`src/rtl/conv_mode_seq_pkg.sv`:
```
package conv_mode_seq_pkg;

  typedef enum logic [1:0] {
    MD_CONT   = 2'b00,
    MD_RSVD   = 2'b01,
    MD_SINGLE = 2'b10,
    MD_OFF    = 2'b11
  } mode_e;

  typedef enum logic [1:0] {
    ST_OFF,
    ST_RUN,
    ST_WARM,
    ST_SHOT
  } seq_state_e;

  localparam logic [7:0] MODE_RST = 8'h02;

  // fixed bits: [5:3] = 0, [1] = 1, [0] = 0
  function automatic logic fixed_ok(input logic [7:0] v);
    return (v[5:3] == 3'b000) && (v[1:0] == 2'b10);
  endfunction

endpackage

```
`src/rtl/conv_mode_seq_mode_reg.sv`:
```
module conv_mode_seq_mode_reg
  import conv_mode_seq_pkg::*;
(
  input  logic       clk_i,
  input  logic       rst_ni,
  input  logic       wr_i,
  input  logic [7:0] wdata_i,
  output logic [7:0] q_o,
  output logic       apply_o
);

  logic [7:0] q;

  assign apply_o = wr_i && fixed_ok(wdata_i);

  always_ff @(posedge clk_i or negedge rst_ni) begin
    if (!rst_ni)      q <= MODE_RST;
    else if (apply_o) q <= wdata_i;
  end

  assign q_o = q;

endmodule

```
`src/rtl/conv_mode_seq_timer.sv`:
```
module conv_mode_seq_timer #(
  parameter int CNT_W = 8
) (
  input  logic             clk_i,
  input  logic             rst_ni,
  input  logic             clear_i,
  input  logic             en_i,
  input  logic             tick_i,
  input  logic [CNT_W-1:0] limit_i,
  output logic             hit_o
);

  logic [CNT_W-1:0] cnt;

  assign hit_o = en_i && tick_i && (cnt == limit_i - CNT_W'(1));

  always_ff @(posedge clk_i or negedge rst_ni) begin
    if (!rst_ni)               cnt <= '0;
    else if (clear_i)          cnt <= '0;
    else if (en_i && tick_i)   cnt <= hit_o ? '0 : cnt + CNT_W'(1);
  end

endmodule

```
`src/rtl/conv_mode_seq_fmt.sv`:
```
module conv_mode_seq_fmt #(
  parameter int DATA_W = 24
) (
  input  logic [DATA_W-1:0] raw_i,
  input  logic              unipolar_i,
  output logic [DATA_W-1:0] code_o
);

  always_comb begin
    if (unipolar_i) begin
      if (raw_i[DATA_W-1]) code_o = '0;
      else                 code_o = {raw_i[DATA_W-2:0], raw_i[DATA_W-2]};
    end else begin
      code_o = {~raw_i[DATA_W-1], raw_i[DATA_W-2:0]};
    end
  end

endmodule

```
`src/rtl/conv_mode_seq.sv`:
```
module conv_mode_seq
  import conv_mode_seq_pkg::*;
#(
  parameter int DATA_W       = 24,
  parameter int PWRUP_TICKS  = 1000,
  parameter int PERIOD_TICKS = 60241
) (
  input  logic              clk_i,
  input  logic              rst_ni,
  input  logic              tick_i,
  input  logic              mode_wr_i,
  input  logic [7:0]        mode_wdata_i,
  input  logic              data_rd_i,
  input  logic [DATA_W-1:0] sample_i,
  output logic [7:0]        mode_reg_o,
  output logic              pwr_on_o,
  output logic              done_o,
  output logic              rdy_o,
  output logic [DATA_W-1:0] data_o
);

  localparam int MAX_LIM = (PWRUP_TICKS > 2*PERIOD_TICKS) ? PWRUP_TICKS : 2*PERIOD_TICKS;
  localparam int CNT_W   = $clog2(MAX_LIM + 1);
  localparam logic [CNT_W-1:0] LIM_WARM  = CNT_W'(PWRUP_TICKS);
  localparam logic [CNT_W-1:0] LIM_FIRST = CNT_W'(2*PERIOD_TICKS);
  localparam logic [CNT_W-1:0] LIM_NEXT  = CNT_W'(PERIOD_TICKS);

  logic [7:0]        mode_q;
  logic              apply;
  logic              hit;
  logic [CNT_W-1:0]  limit;
  logic [DATA_W-1:0] code;
  seq_state_e        state_q;
  logic              first_q, done_q, rdy_q;
  logic [DATA_W-1:0] data_q;
  logic              finish;
  mode_e             new_md;

  conv_mode_seq_mode_reg u_mode (
    .clk_i   (clk_i),
    .rst_ni  (rst_ni),
    .wr_i    (mode_wr_i),
    .wdata_i (mode_wdata_i),
    .q_o     (mode_q),
    .apply_o (apply)
  );

  always_comb begin
    unique case (state_q)
      ST_WARM: limit = LIM_WARM;
      ST_RUN:  limit = first_q ? LIM_FIRST : LIM_NEXT;
      default: limit = LIM_FIRST;
    endcase
  end

  conv_mode_seq_timer #(.CNT_W(CNT_W)) u_timer (
    .clk_i   (clk_i),
    .rst_ni  (rst_ni),
    .clear_i (apply),
    .en_i    (state_q != ST_OFF),
    .tick_i  (tick_i),
    .limit_i (limit),
    .hit_o   (hit)
  );

  conv_mode_seq_fmt #(.DATA_W(DATA_W)) u_fmt (
    .raw_i      (sample_i),
    .unipolar_i (mode_q[2]),
    .code_o     (code)
  );

  assign finish = hit && ((state_q == ST_RUN) || (state_q == ST_SHOT));
  assign new_md = mode_e'(mode_wdata_i[7:6]);

  always_ff @(posedge clk_i or negedge rst_ni) begin
    if (!rst_ni) begin
      state_q <= ST_RUN;
      first_q <= 1'b1;
      done_q  <= 1'b0;
      rdy_q   <= 1'b0;
      data_q  <= '0;
    end else begin
      done_q <= 1'b0;
      if (apply) begin
        rdy_q   <= 1'b0;
        first_q <= 1'b1;
        unique case (new_md)
          MD_CONT:   state_q <= ST_RUN;
          MD_SINGLE: state_q <= ST_WARM;
          default:   state_q <= ST_OFF;  // reserved treated as off
        endcase
      end else begin
        if (finish) begin
          done_q  <= 1'b1;
          rdy_q   <= 1'b1;
          data_q  <= code;
          first_q <= 1'b0;
        end else if (data_rd_i) begin
          rdy_q <= 1'b0;
        end
        unique case (state_q)
          ST_WARM: if (hit) state_q <= ST_SHOT;
          ST_SHOT: if (hit) state_q <= ST_OFF;
          default: ;
        endcase
      end
    end
  end

  assign mode_reg_o = mode_q;
  assign pwr_on_o   = (state_q != ST_OFF);
  assign done_o     = done_q;
  assign rdy_o      = rdy_q;
  assign data_o     = data_q;

endmodule

```
`config.mk`:
```
export PLATFORM = sky130hd
export DESIGN_NAME = conv_mode_seq
export DESIGN_NICKNAME = d
export VERILOG_FILES = /design/src/rtl/conv_mode_seq_pkg.sv /design/src/rtl/conv_mode_seq_mode_reg.sv /design/src/rtl/conv_mode_seq_timer.sv /design/src/rtl/conv_mode_seq_fmt.sv /design/src/rtl/conv_mode_seq.sv
export SDC_FILE = /design/constraint.sdc
export NUM_CORES = 1
export LEC_CHECK = 0
export ABC_AREA = 1
export BUFFER_PORTS_ARGS = -buffer_cell sky130_fd_sc_hd__buf_2
export CAP_MARGIN = 20
export CELL_PAD_IN_SITES_DETAIL_PLACEMENT = 0
export CELL_PAD_IN_SITES_GLOBAL_PLACEMENT = 1
export CORE_UTILIZATION = 40
export CTS_BUF_LIST = sky130_fd_sc_hd__clkbuf_16
export CTS_CLUSTER_SIZE = 12
export DETAILED_ROUTE_END_ITERATION = 12
export GPL_TIMING_DRIVEN = 0
export HOLD_SLACK_MARGIN = 0.05
export PLACE_DENSITY_LB_ADDON = 0.12
export SETUP_SLACK_MARGIN = 0.4
export SLEW_MARGIN = 10
export SYNTH_ARGS = -nofsm -noshare
export SYNTH_HDL_FRONTEND = slang
export SYNTH_HIERARCHICAL = 1
export SYNTH_SLANG_ARGS = --single-unit
```
`constraint.sdc`:
```
create_clock -name clk_i -period 4.5 [get_ports clk_i]
set_clock_uncertainty 0.15 [all_clocks]
set_input_delay 0.225 -clock clk_i [delete_from_list [all_inputs] [get_ports clk_i]]
set_output_delay 0.225 -clock clk_i [all_outputs]
set_load 0.02 [all_outputs]
```
== Word level (Yosys, flattened, before mapping) ==
Index checks and enable logic that the tools add are counted.

* $add $sub $neg: 2
* Eq/ne operators: 8
* Mux-type cells: 19
* Bitwise logic cells: 2
* Reduce and logical (&&, ||, !) cells: 15

{| class="wikitable"
|+ Operators by type and width
! operator !! number
|-
| 17-bit two-way mux || 4
|-
| 24-bit two-way mux || 2
|-
| 17-bit one-hot mux with 2 select lines || 1
|-
| 17-bit by 1-bit adder with 17-bit output (second input constant) || 1
|-
| 17-bit equality test || 1
|-
| 17-bit by 1-bit subtractor with 17-bit output (second input constant) || 1
|-
| 2-bit equality test (second input constant) || 4
|-
| 2-bit one-hot mux with 2 select lines || 2
|-
| 1-bit two-way mux || 7
|-
| 2-bit two-way mux || 3
|-
| 3-bit inequality test (second input constant) || 2
|-
| 2-bit nonzero test || 3
|-
| 3-bit nonzero test || 2
|-
| 1-bit logical AND || 5
|-
| 3-bit logical NOT || 1
|-
| 3-bit AND reduction || 1
|-
| 2-bit by 1-bit equality test with 1-bit output (second input constant) || 1
|-
| 2-bit logical NOT || 1
|-
| 1-bit NOT || 2
|-
| 2-bit AND reduction || 1
|-
| 1-bit logical OR || 1
|}

* Flip-flop bits (word level): 54
* Output and inout port bits: 35
* Logic and storage cells: 53

== Depth between registers and ports, before layout ==
Gate-level depths: netlist of the first run.

* Word-level depth: 8
* Gate-level depth with buffers: 25

== Modules after synthesis ==
Netlist of the first run, hierarchy kept.

{| class="wikitable"
|+ Modules (own cells, without submodules)
! module !! times used !! cells an instance !! area each (µm²) !! seq. area each (µm²)
|-
| conv_mode_seq_timer || 1 || 270 || 1755.4 || 425.4
|-
| conv_mode_seq || 1 || 154 || 1330.0 || 728.2
|-
| conv_mode_seq_fmt || 1 || 79 || 350.3 || 0.0
|-
| conv_mode_seq_mode_reg || 1 || 33 || 321.6 || 201.4
|}

== Worst setup path after synthesis of the first run ==
No wires, ideal clock.

* Path type: reg2reg
* Start: register state_q[0]
* End: register data_q[22] (netlist: data_o[22])
* Arrival time: 3.346 ns
* Required time: 4.234 ns
* Slack: 0.887 ns
* Cell stages (with the launch flop): 22
* Path buffers: 1
* Period minus slack after synthesis: 3.613 ns
* Path through: dfstp_2 > inv_1 > ha_1 > o21ai_0 > inv_1 > ha_1 > or2_1 > nand2_1 > nand2_1 > nand2_1 > nand2_1 > nor2_1 > nand3_1 > nor2_1 > nand3_2 > inv_1 > inv_1 > nor2_2 > nand2_4 > buf_4 > nand2_1 > nand2_1

* Longest elaborated chain between the ends: 7
* Elaborated cells between the ends (all ways): 12

{| class="wikitable"
|+ Ends and longest elaborated chain
! item !! RTL line !! source
|-
| start, declared || conv_mode_seq.sv:33 || <nowiki>seq_state_e state_q;</nowiki>
|-
| start signal, assigned || conv_mode_seq.sv:77 || <nowiki>state_q <= ST_RUN;</nowiki>
|-
| start signal, assigned || conv_mode_seq.sv:88 || <nowiki>MD_CONT: state_q <= ST_RUN;</nowiki>
|-
| start signal, assigned || conv_mode_seq.sv:89 || <nowiki>MD_SINGLE: state_q <= ST_WARM;</nowiki>
|-
| 2-bit by 1-bit equality test with 1-bit output / 2-bit equality test (equally long branches) || conv_mode_seq.sv:49 || <nowiki>unique case (state_q)</nowiki>
|-
| 17-bit one-hot mux with 2 select lines (*) || conv_mode_seq.sv:49 ||
|-
| via limit[10] || conv_mode_seq.sv:31 || <nowiki>logic [CNT_W-1:0] limit;</nowiki>
|-
| 17-bit by 1-bit subtractor with 17-bit output (*) || conv_mode_seq_timer.sv:15 || <nowiki>assign hit_o = en_i && tick_i && (cnt == limit_i - CNT_W'(1));</nowiki>
|-
| 17-bit equality test (*) || conv_mode_seq_timer.sv:15 ||
|-
| 1-bit logical AND (*) || conv_mode_seq_timer.sv:15 ||
|-
| via hit || conv_mode_seq.sv:30 || <nowiki>logic hit;</nowiki>
|-
| 1-bit logical AND (*) || conv_mode_seq.sv:72 || <nowiki>assign finish = hit && ((state_q == ST_RUN) || (state_q == ST_SHOT));</nowiki>
|-
| 2-bit AND reduction (no source line) (*) || -- ||
|-
| end signal, assigned || conv_mode_seq.sv:96 || <nowiki>data_q <= code;</nowiki>
|-
| end, declared || conv_mode_seq.sv:35 || <nowiki>logic [DATA_W-1:0] data_q;</nowiki>
|}

Mark *: on every way through the listed nets, which the timed path passes. The rest lies on a longest branch.
A chain may end at the register's enable or synchronous reset.

== Final worst setup path of the first run ==
* Start: register state_q[0]
* End: register data_q[20] (netlist: data_o[20])

Same word-level chain as after synthesis.

==> results of run 1 <==
## power by group
| part | total (mW) | switching (mW) | internal [mW] |
|---|---|---|---|
| Combinational | 0.270 | 0.164 | 0.105 |
| Sequential | 0.538 | 0.0290 | 0.509 |
| Clock | 0.428 | 0.168 | 0.261 |
## cell usage in the layout (no fill, tap or decap), drive strengths merged
cell / instances
bufinv: 1
dlygate4sd3: 4
or2: 2
nor4: 1
nand2: 239
clkbuf: 7
a21oi: 2
xor2: 18
clkinv: 3
nor2: 45
nor3: 1
conb: 7
a21boi: 1
o211ai: 1
buf: 84
a21o: 1
nand3: 47
dfrtp: 51
nor3b: 1
and2: 1
ha: 8
inv: 62
o21ai: 16
nand4: 9
dfstp: 3
xnor2: 8
nand3b: 2
## area by class of cell
type	instances	area share [%]
clock buffer	5	2.78
sequential	54	30.1
timing repair buffer	76	9.23
multi-input combinational	410	45.5
clock inverter	3	0.890
buffer	14	2.98
inverter	63	5.42
tap	111	3.09
## final timing paths
path	startpoint	to	cells past startpoint
setup / recovery	state_q[0]$_DFFE_PN1P_	data_o[20]$_DFFE_PN0P_	21
hold / removal	mode_wdata_i[6]	u_mode/q_o[6]$_DFFE_PN0P_	3
setup reg to reg	state_q[0]$_DFFE_PN1P_	data_o[20]$_DFFE_PN0P_	21
hold reg to reg	u_mode/q_o[1]$_DFFE_PN1P_	u_mode/q_o[1]$_DFFE_PN1P_	2
max in group asynchronous	rst_ni	u_mode/q_o[1]$_DFFE_PN1P_	3
min in group asynchronous	rst_ni	u_timer/cnt[11]$_DFFE_PN0P_	2
## routing by layer
layer / vias to the layer above / wire length (µm)
met2: 57 / 4120
met4: 0 / 114
met1: 1518 / 3880
met5: - / 0
li1: 1813 / -
met3: 8 / 437
## kinds of logic after synthesis
logic type      count (synthesis)  synth area share, %
compound gates                 21                 4.00
fa+ha+maj                       8                 2.66
other cells                     2                0.200
buf+inv                        77                 10.1
flops                          54                 36.1
xor+xnor                       26                 6.06
simple gates                  348                 41.0
## sequential cells by signal, indices dropped and copies added, names as in the netlist
| signal | flops |
|---|---|
| u_timer/cnt | 17 |
| u_mode/q_o | 8 |
| data_o | 24 |
| state_q | 2 |
| done_o | 1 |
| first_q | 1 |
| rdy_o | 1 |
## worst min-delay path, cell delays in order
cell and delay (ps):
buf_2 110, nand4_1 80, nand2_1 50
## timing repair
| item | CTS | global route |
|---|---|---|
| setup endpoints to repair | 0 | 27 |
| hold buffers | 4 | 0 |
| hold endpoints to repair | 26 | 0 |
| resized for setup | 0 | 1 |
## metrics by stage
stage | util [%] | hold slack [ps]
3_3_place_gp | 46.7 | 291
3_5_place_dp | 46.9 | 110
5_1_grt | 49.2 | 76.0
2_1_floorplan | - | -221
4_1_cts | 49.1 | 57.7
6_report | 49.2 | 67.8
==> qor.txt, run 1 <==
port bufs - 71
worst path required time - 4530 ps
Seq/Total Area, Yosys - 36.1%
crit path cell chain - inv_1, ha_1, o21ai_2, inv_1, ha_1, or2_1, nand2_1, nand2_1, nand2_1, nand2_1, nor2_1, nand3_1, nor2_1, nand3_2, inv_1, inv_1, nor2_2, nand2_4, buf_4, nand2_1, nand2_1
Worst-Margin Slew - 882 ps
Vias/cell - 4.61
Seq. cell area - 0.00136 mm²
Critical Path End Type - flop
Slew headroom - 40.7%
setup TNS - 0 ps
Post-Syn Area per Cell - 7.01 µm²
top-area cell type share of the netlist area - 34.0%
commonest cells in the netlist - 230 x nand2_1, 59 x inv_1, 51 x dfrtp_1
DP Area - 0.00429 mm²
setup bufs post-CTS - 0
total grt overflow - 0
layout cells sized above 1 - 21.6%
Pwr Density - 275 mW/mm²
post-synthesis cell count - 536
Iter 0 DRT Violations - 132
Synth Warn # - 6
GRT Total Usage - 19.1%
total power - 1.24 mW
vias in the first global route - 3323
total die area - 0.00979 mm²
maximum clock frequency - 0.269 GHz
EDFF count, synth - 0
Mapped Area - 0.00376 mm²
io pins - 72
Area contributors post-synth - dfrtp_1 34%, nand2_1 23%, nand3_1 6.0%
Final Critical Period - 3710 ps
most common cell in the netlist - nand2_1
area occupied by multi-input gates - 0.00205 mm²
post-route ant nets - 0
Max VDD drop - 166 µV
leading area contributor after synthesis - dfrtp_1
CORE AREA - 0.00915 mm²
Ant. Diodes - 0
Final Cell Area - 0.00450 mm²
RSZ-0062 raised after global routing - no
Main synth FF type - dfrtp_1
delay-heaviest family, CP - simple AND/OR/NAND/NOR gates
NumNets Final - 669
Netlist cell types - 41
Top cell by count, worst path - nand2_1
CTS Buffer Depth - 2
# DRC - 0
Bufs and invs on worst path - 5
clock sinks - 54
FFs w/ async S/R, synth - 100%
DRT Wirelength - 8560 µm
Area Overhead vs Synth - 19.7%
largest net degree at the start of global routing - 32
Final Max Tran Viols - 0
Row Count - 35
MaxCap Viol Count - 0
Wirelength per Cell - 11.6 µm
grt peak-use layer - met2
Root Driver - clkbuf_16
Filler cells - 931
worst setup margin - 788 ps
final hold viol count - 0
die width - 98.9 µm
Critical Path Max Stage Delay - 580 ps
Hold Path Class - in -> reg
GRT met3 Usage - 4.18%
routing usage on met2 - 33.5%
critical path's slowest cell - dfstp_2
status - complete, no violations
CP Launch Type - flop
first-pass GRT wire length - 15200 µm
CTS tree - done
Leak Pwr - 2.62 nW
CTS HTree Levels - 2
Crit path arrival time - 3740 ps
clock slew at reported path FFs - 70 ps
Yosys reg bits - 54
CP max FO - 10
Worst-Skew Late Latency - 290 ps
critical path class - reg -> reg
crit share post-route - 82.5%
placed wire-length estimate - 6770 µm
vias - 3396
Die Ht - 98.9 µm
pre-CTS setup slack - 502 ps
Starting Density - 41.1%
initial antenna violation count - 0
Cells after DPL - 724
CTS buffer count - 5
non-filler cells in the finished layout - 736
DR pass1 iterations - 4
routability cong. - 0.790
Finish-stage setup viols - 0
FF-to-FF setup slack - 790 ps
grt met1 use - 23.8%
(Power assumes the default switching activity.)
==> run 2, diff against run 1 <==
ABC_AREA = 0   (was 1)
CORE_UTILIZATION = 39   (was 40)
clock period = 3.36 ns   (was 4.5 ns; I/O delays follow)
==> run 2 against run 1 <==
Effect of this change: the flow now finishes with violations (setup timing); synthesized area is 6.8% lower; fmax up 3.4%; register-to-register slack lost 1000 ps; design area rose by 3.3%; clock power grew 37%; cell count is 24% lower; global-route usage fell by 1.2 points; power increased by 52%; sequential share of layout area decreased by 0.93 points; first-iteration DRC count fell by 27%; largest power group unchanged; highest routed layer unchanged.
==> qor.txt, run 2 <==
status - finished, violations left
failing checks - setup timing
sw frac - 29.9% (+0.70 points)
# DRC - 0 (unchanged)
Wirelength per Cell - 14.5 µm (+25%)
critical path class - reg -> reg
Seq. cell area - 0.00136 mm² (about the same)
placed wire-length estimate - 5720 µm (-15%)
area occupied by multi-input gates - 0.00215 mm² (+4.9%)
total grt overflow - 0 (unchanged)
Filler cells - 824 (-11%)
total power - 1.87 mW (+52%)
Mapped Area - 0.00350 mm² (-6.8%)
clock slew at reported path FFs - 70 ps (about the same)
net switching power figure - 0.560 mW (+55%)
most common cell in the netlist - dfrtp_1
Finish-stage setup viols - 44 (+44)
Row Count - 34 (-2.9%)
Area Overhead vs Synth - 32.6%
CORE AREA - 0.00872 mm² (-4.7%)
largest net degree at the start of global routing - 55 (+72%)
Main synth FF type - dfrtp_1
NumNets Final - 499 (-25%)
DR pass1 iterations - 5 (+1)
GRT Total Usage - 17.9% (-1.2 points)
most frequent cells in the layout - 72 x buf_2, 50 x dfrtp_1, 29 x nand2_1
Largest register FFs - 24 (unchanged)
total die area - 0.00937 mm² (-4.3%)
MaxCap Viol Count - 0 (unchanged)
crit path cell chain - ha_4, o21ai_4, buf_4, or4_4, o21ai_1, nor3b_2, nand4_1, or4b_4, nor2_4, o211ai_4, buf_12, mux2_4
clock sinks - 54 (unchanged)
critical path's slowest cell - dfstp_2
Netlist cell types - 60 (+46%)
Area contributors post-synth - dfrtp_1 36%, mux2_4 8.6%, a22o_1 5.3%
CTS HTree Levels - 2 (unchanged)
port bufs - 71 (unchanged)
commonest non-fill, non-tap cell in the layout - buf_2
Crit path arrival time - 3610 ps (-130 ps)
Final Max Tran Viols - 0 (unchanged)
Root Driver - clkbuf_16
maximum clock frequency - 0.279 GHz (+3.4%)
Bufs and invs on worst path - 2 (-3)
internal power - 1.31 mW (+50%)
commonest cells in the netlist - 51 x dfrtp_1, 29 x nand2_1, 21 x a22o_1
leading area contributor after synthesis - dfrtp_1
vias - 2857 (-16%)
CTS buffer count - 5 (unchanged)
top-area cell type share of the netlist area - 36.4% (+2.5 points)
CTS Buffer Depth - 2 (unchanged)
combinational share of power - 29.6% (+7.8 points)
delay-heaviest family, CP - simple AND/OR/NAND/NOR gates
sequential power share - 39.0% (-4.5 points)
FFs w/ async S/R, synth - 100% (unchanged)
Die Ht - 96.8 µm (-2.2%)
Worst-Margin Slew - 767 ps (-116 ps)
Post-Syn Area per Cell - 10.5 µm² (+49%)
CP Launch Type - flop
crit share post-route - 107% (+24 points)
Iter 0 DRT Violations - 97 (-27%)
die width - 96.8 µm (-2.2%)
post-route ant nets - 0 (unchanged)
first-pass GRT wire length - 13900 µm (-8.5%)
Critical Path Max Stage Delay - 630 ps (+50 ps)
Slew headroom - 48.9% (+8.2 points)
routability cong. - 0.756 (-4.3%)
Max VDD drop - 258 µV (+55%)
Worst-Skew Late Latency - 290 ps (about the same)
Final Critical Period - 3590 ps (-123 ps)
layout cells sized above 1 - 41.8% (+20 points)
Vias/cell - 5.07 (+10%)
worst setup margin - -229 ps (-1020 ps)
Synth Warn # - 6 (unchanged)
Leak Pwr - 2.34 nW (-11%)
hold slack - 83.2 ps (+15.4 ps)
CP max FO - 10 (unchanged)
CTS tree - done
Hold Path Class - in -> reg
Starting Density - 40.2% (-0.88 points)
final hold viol count - 0 (unchanged)
worst path required time - 3380 ps (-1150 ps)
post-synthesis cell count - 335 (-38%)
Critical Path End Type - flop
EDFF count, synth - 0 (unchanged)
Pwr Density - 403 mW/mm² (+47%)
initial antenna violation count - 0 (unchanged)
DRT Wirelength - 8180 µm (-4.5%)
vias in the first global route - 2844 (-14%)
RSZ-0062 raised after global routing - yes
Yosys reg bits - 54 (unchanged)
Ant. Diodes - 0 (unchanged)
power share of the clock group - 31.4% (-3.3 points)
io pins - 72 (unchanged)
Seq/Total Area, Yosys - 38.7% (+2.6 points)
run 2: changes by cell type after synthesis, sizes merged, moves of 10 or more:
cell | previous run | this run
inv | 62 | 15
xor2 | 18 | 4
nor2 | 45 | 13
xnor2 | 8 | 18
a21oi | 2 | 12
nor3 | 1 | 12
mux2 | 0 | 28
a22o | 0 | 22
nand2 | 239 | 29
nand3 | 47 | 10
run 2: path summary, 6_finish.rpt:
kind,from,to,slack [ps],depth (start not counted)
setup / recovery,state_q[0]$_DFFE_PN1P_,data_o[14]$_DFFE_PN0P_,-230,12
hold / removal,sample_i[2],data_o[3]$_DFFE_PN0P_,80,3
setup reg to reg,state_q[0]$_DFFE_PN1P_,data_o[14]$_DFFE_PN0P_,-230,12
hold reg to reg,u_mode/q_o[5]$_DFFE_PN0P_,u_mode/q_o[5]$_DFFE_PN0P_,350,1
max in group asynchronous,rst_ni,state_q[1]$_DFFE_PN0P_,2250,2
min in group asynchronous,rst_ni,u_timer/cnt[0]$_DFFE_PN0P_,310,2
run 2: per-stage QoR:
step	instance area, µm²	setup WS [ps]	std cells	utilization, %	setup TNS [ps]
after CTS	4610	-246	559	52.9	-8170
after global routing	4650	-358	563	53.3	-13890
after detailed placement	4100	-739	522	47.0	-25720
after floorplan	3610	-335	343	-	-8440
final	4650	-229	563	53.3	-7640
after global placement	4100	-722	522	47.0	-25300
run 2: final cells by class:
| cell class | instances | area share, % |
|---|---|---|
| inverters | 15 | 1.35 |
| flip-flops and latches | 54 | 29.2 |
| plain buffers | 13 | 2.58 |
| multi-input cells | 261 | 46.2 |
| clock buffers | 5 | 2.69 |
| clock inverters | 3 | 0.942 |
| repair buffers | 104 | 14.1 |
| well taps | 108 | 2.91 |
run 2: what timing repair did:
action                                  4_1_cts  5_1_grt
buffers inserted                             23        4
endpoints found under the setup margin       46       46
resized for setup                            26        2
hold buffers                                  5        0
pin swaps                                     6        2
cloned                                        1        0
endpoints found under the hold margin        57        0
run 2: power by group through the flow:
| stage | clock network, mW | registers, mW | logic (mW) |
|---|---|---|---|
| 2_1_floorplan | 0 | 0.746 | 0.323 |
| 3_3_place_gp | 0 | 0.743 | 0.447 |
| 3_5_place_dp | 0 | 0.743 | 0.452 |
| 4_1_cts | 0.602 | 0.730 | 0.549 |
| 5_1_grt | 0.630 | 0.737 | 0.616 |
| 6_report | 0.587 | 0.731 | 0.555 |
run 2: kinds of logic after synthesis:
logic type                 count (synthesis)  synth area share [%]
muxes                                     28                  11.1
xor gates and xnor gates                  22                  5.50
and+or+nand+nor                          117                  20.1
buffers and inverters                     28                  4.68
other                                      2                 0.214
AOI/OAI and AO/OA                         76                  16.8
DFF                                       54                  38.7
adders and majority gates                  8                  2.86
run 2: worst min-delay path: cells and delay by family:
family                 cells  cell delay [ps]
buffers and inverters      1               90
muxes                      1              130
AOI/OAI and AO/OA          1              110
run 2: routing by layer:
| metal | GRT usage [%] | routed length (µm) | vias to the layer above |
|---|---|---|---|
| li1 | - | - | 1438 |
| met1 | 24.4 | 3910 | 1358 |
| met2 | 29.7 | 3860 | 57 |
| met3 | 3.76 | 347 | 4 |
| met4 | 3.10 | 51 | 0 |
| met5 | 0 | 0 | - |
==> run 3, diff against run 2 <==
CORE_ASPECT_RATIO = 2   (was unset)
PLACE_DENSITY = 0.76   (was unset)
PLACE_DENSITY_LB_ADDON = unset   (was 0.12)
==> run 3 against run 2 <==
Effect of this change: the run still ends with setup timing left; clock-buffer cell count unchanged; setup slack worse by 110 ps; design area up 5.6%; fmax down 3.0%; combinational power up 15%; worst hold slack worse by 6.7 ps; clock power down 12%; sequential cell count unchanged; power up 1.0%; cell count up 0.53%; register-to-register slack worse by 110 ps; sequential share of layout area down 1.6 points.
==> qor.txt, run 3 (synthesis gave the netlist of run 2 again) <==
status - finished, violations left
failing checks - setup timing
Hold Path Class - in -> reg
first-pass GRT wire length - 14700 µm (+6.2%)
reg2reg end - u_timer/cnt[10]$_DFFE_PN0P_
clock sinks - 54 (unchanged)
total grt overflow - 0 (unchanged)
io pins - 72 (unchanged)
Crit path arrival time - 3730 ps (+120 ps)
Row Count - 48 (+41%)
Bufs and invs on worst path - 5 (+3)
fin util - 56.8% (+3.5 points)
delay-heaviest family, CP - simple AND/OR/NAND/NOR gates
hold endpoint - data_o[5]$_DFFE_PN0P_
CP Launch Type - flop
MaxCap Viol Count - 0 (unchanged)
vias in the first global route - 3046 (+7.1%)
Finish-stage setup viols - 45 (+2.3%)
CTS Buffer Depth - 2 (unchanged)
CORE AREA - 0.00865 mm² (-0.83%)
Iter 0 DRT Violations - 67 (-31%)
Die Ht - 136 µm (+41%)
worst setup margin - -340 ps (-111 ps)
Hold Path Cell Cnt - 3 (unchanged)
worst flop-to-flop path startpoint - state_q[0]$_DFFE_PN1P_
Critical Path End Type - flop
area occupied by multi-input gates - 0.00222 mm² (+3.3%)
CTS HTree Levels - 2 (unchanged)
most frequent cells in the layout - 73 x buf_2, 50 x dfrtp_1, 28 x nand2_1
NumNets Final - 510 (+2.2%)
Final Max Tran Viols - 0 (unchanged)
clock slew at reported path FFs - 70 ps (about the same)
Ant. Diodes - 0 (unchanged)
GRT Total Usage - 20.0% (+2.1 points)
crit path cell chain - ha_4, nor2b_4, buf_6, buf_12, or4_4, o21ai_2, nor3b_2, nand4_1, or4b_4, buf_6, o21ai_4, buf_12, buf_8, nor3b_1, a211o_1
port bufs - 71 (unchanged)
maximum clock frequency - 0.270 GHz (-3.0%)
Wirelength per Cell - 16.3 µm (+12%)
largest net degree at the start of global routing - 36 (-35%)
Root Driver - clkbuf_16
Routed met1 length - 3190 µm (-18%)
Leak Pwr - 2.45 nW (+4.6%)
RSZ-0062 raised after global routing - yes
Seq. cell area - 0.00136 mm² (unchanged)
Hold Crit Start - sample_i[4]
post-route ant nets - 0 (unchanged)
Starting Density - 40.5% (+0.34 points)
DRT Wirelength - 9220 µm (+13%)
total die area - 0.00939 mm² (+0.24%)
Filler cells - 798 (-3.2%)
total power - 1.89 mW (+1.0%)
CP max FO - 6 (-4)
Critical Path Max Stage Delay - 610 ps (-20 ps)
commonest non-fill, non-tap cell in the layout - buf_2
Worst-Margin Slew - 706 ps (-60.6 ps)
Worst-Skew Late Latency - 300 ps (about the same)
Pwr Density - 386 mW/mm² (-4.3%)
reg2reg path depth - 15 (+3)
Area Overhead vs Synth - 40.1%
vias - 2994 (+4.8%)
final hold viol count - 0 (unchanged)
# DRC - 0 (unchanged)
Max Used Layer - met4
Slew headroom - 52.5% (+3.6 points)
layout cells sized above 1 - 45.1% (+3.3 points)
DR pass1 iterations - 4 (-1)
critical path's slowest cell - or4b_4
worst path required time - 3390 ps (about the same)
CTS buffer count - 5 (unchanged)
Largest register FFs - 24 (unchanged)
met2 wire length - 5410 µm (+40%)
routability cong. - 0.755 (about the same)
initial antenna violation count - 0 (unchanged)
critical path class - reg -> reg
Max VDD drop - 282 µV (+9.5%)
placed wire-length estimate - 6490 µm (+13%)
CTS tree - done
Final Critical Period - 3700 ps (+111 ps)
crit share post-route - 110% (+3.3 points)
WL met3 - 181 µm (-48%)
die width - 69.0 µm (-29%)
FF-to-FF setup slack - -340 ps (-110 ps)
Vias/cell - 5.29 (+4.2%)
## run 3: changes by cell type in the layout (fill, tap and decap cells not counted), sizes merged
cell and change:
buf +11, clkinvlp +2, bufinv -1, clkinv -1
## run 3: area by class of cell
cell class                 instances  share of cell area (%)
timing repair buffer             115                    17.7
clock inverter                     3                   0.382
tap                              100                    2.55
multi-input combinational        261                    45.2
clock buffer                       5                    2.55
sequential                        54                    27.6
buffer                            13                    2.70
inverter                          15                    1.33
## run 3: how the worst max path moves through the flow
stage                                 from                          end  slack (ps)  cells after the start
global placement    state_q[0]$_DFFE_PN1P_        data_o[9]$_DFFE_PN0P_        -820                     13
CTS                 state_q[0]$_DFFE_PN1P_       data_o[10]$_DFFE_PN0P_        -420                     15
floorplan           state_q[0]$_DFFE_PN1P_       data_o[10]$_DFFE_PN0P_        -340                     13
global route        state_q[0]$_DFFE_PN1P_  u_timer/cnt[10]$_DFFE_PN0P_        -440                     15
finish              state_q[0]$_DFFE_PN1P_  u_timer/cnt[10]$_DFFE_PN0P_        -340                     15
detailed placement  state_q[0]$_DFFE_PN1P_        data_o[0]$_DFFE_PN0P_        -830                     13
## run 3: power by group
group | switching (mW) | internal (mW)
Sequential | 0.0513 | 0.687
Combinational | 0.319 | 0.321
Clock | 0.240 | 0.274
Total | 0.611 | 1.28
## run 3: stage by stage
step	setup TNS, ps	area, µm²	setup WS [ps]	hold WS, ps	instances
floorplan	-8440	3610	-335	-278	343
global placement	-29180	4090	-817	229	514
detailed placement	-29580	4110	-831	4.26	515
CTS	-15710	4720	-424	72.8	556
global route	-16770	4910	-437	88.6	566
finish	-11600	4910	-340	76.5	566
## run 3: layer usage
layer	vias to the layer above	track usage, %
li1	1453	-
met1	1455	18.9
met2	65	40.7
met3	21	1.56
met4	0	11.5
met5	-	0
## run 3: repair_timing
action                                  CTS  global route
hold buffers                              5             0
endpoints found under the setup margin   46            46
pin swaps                                11            10
cloned                                    3             0
setup buffers                            25            10
hold endpoints to repair                 25             0
resized for setup                        30            20
## run 3: worst register-to-register path: stages (launching register included)
cell and delay [ps]:
dfstp_2 420, ha_4 180, nor2b_4 140, buf_6 140
buf_12 130, or4_4 550, o21ai_2 80, nor3b_2 180
nand4_1 140, or4b_4 610, buf_6 150, o21ai_4 180
buf_12 150, buf_8 110, nor3b_1 50, a211o_1 240
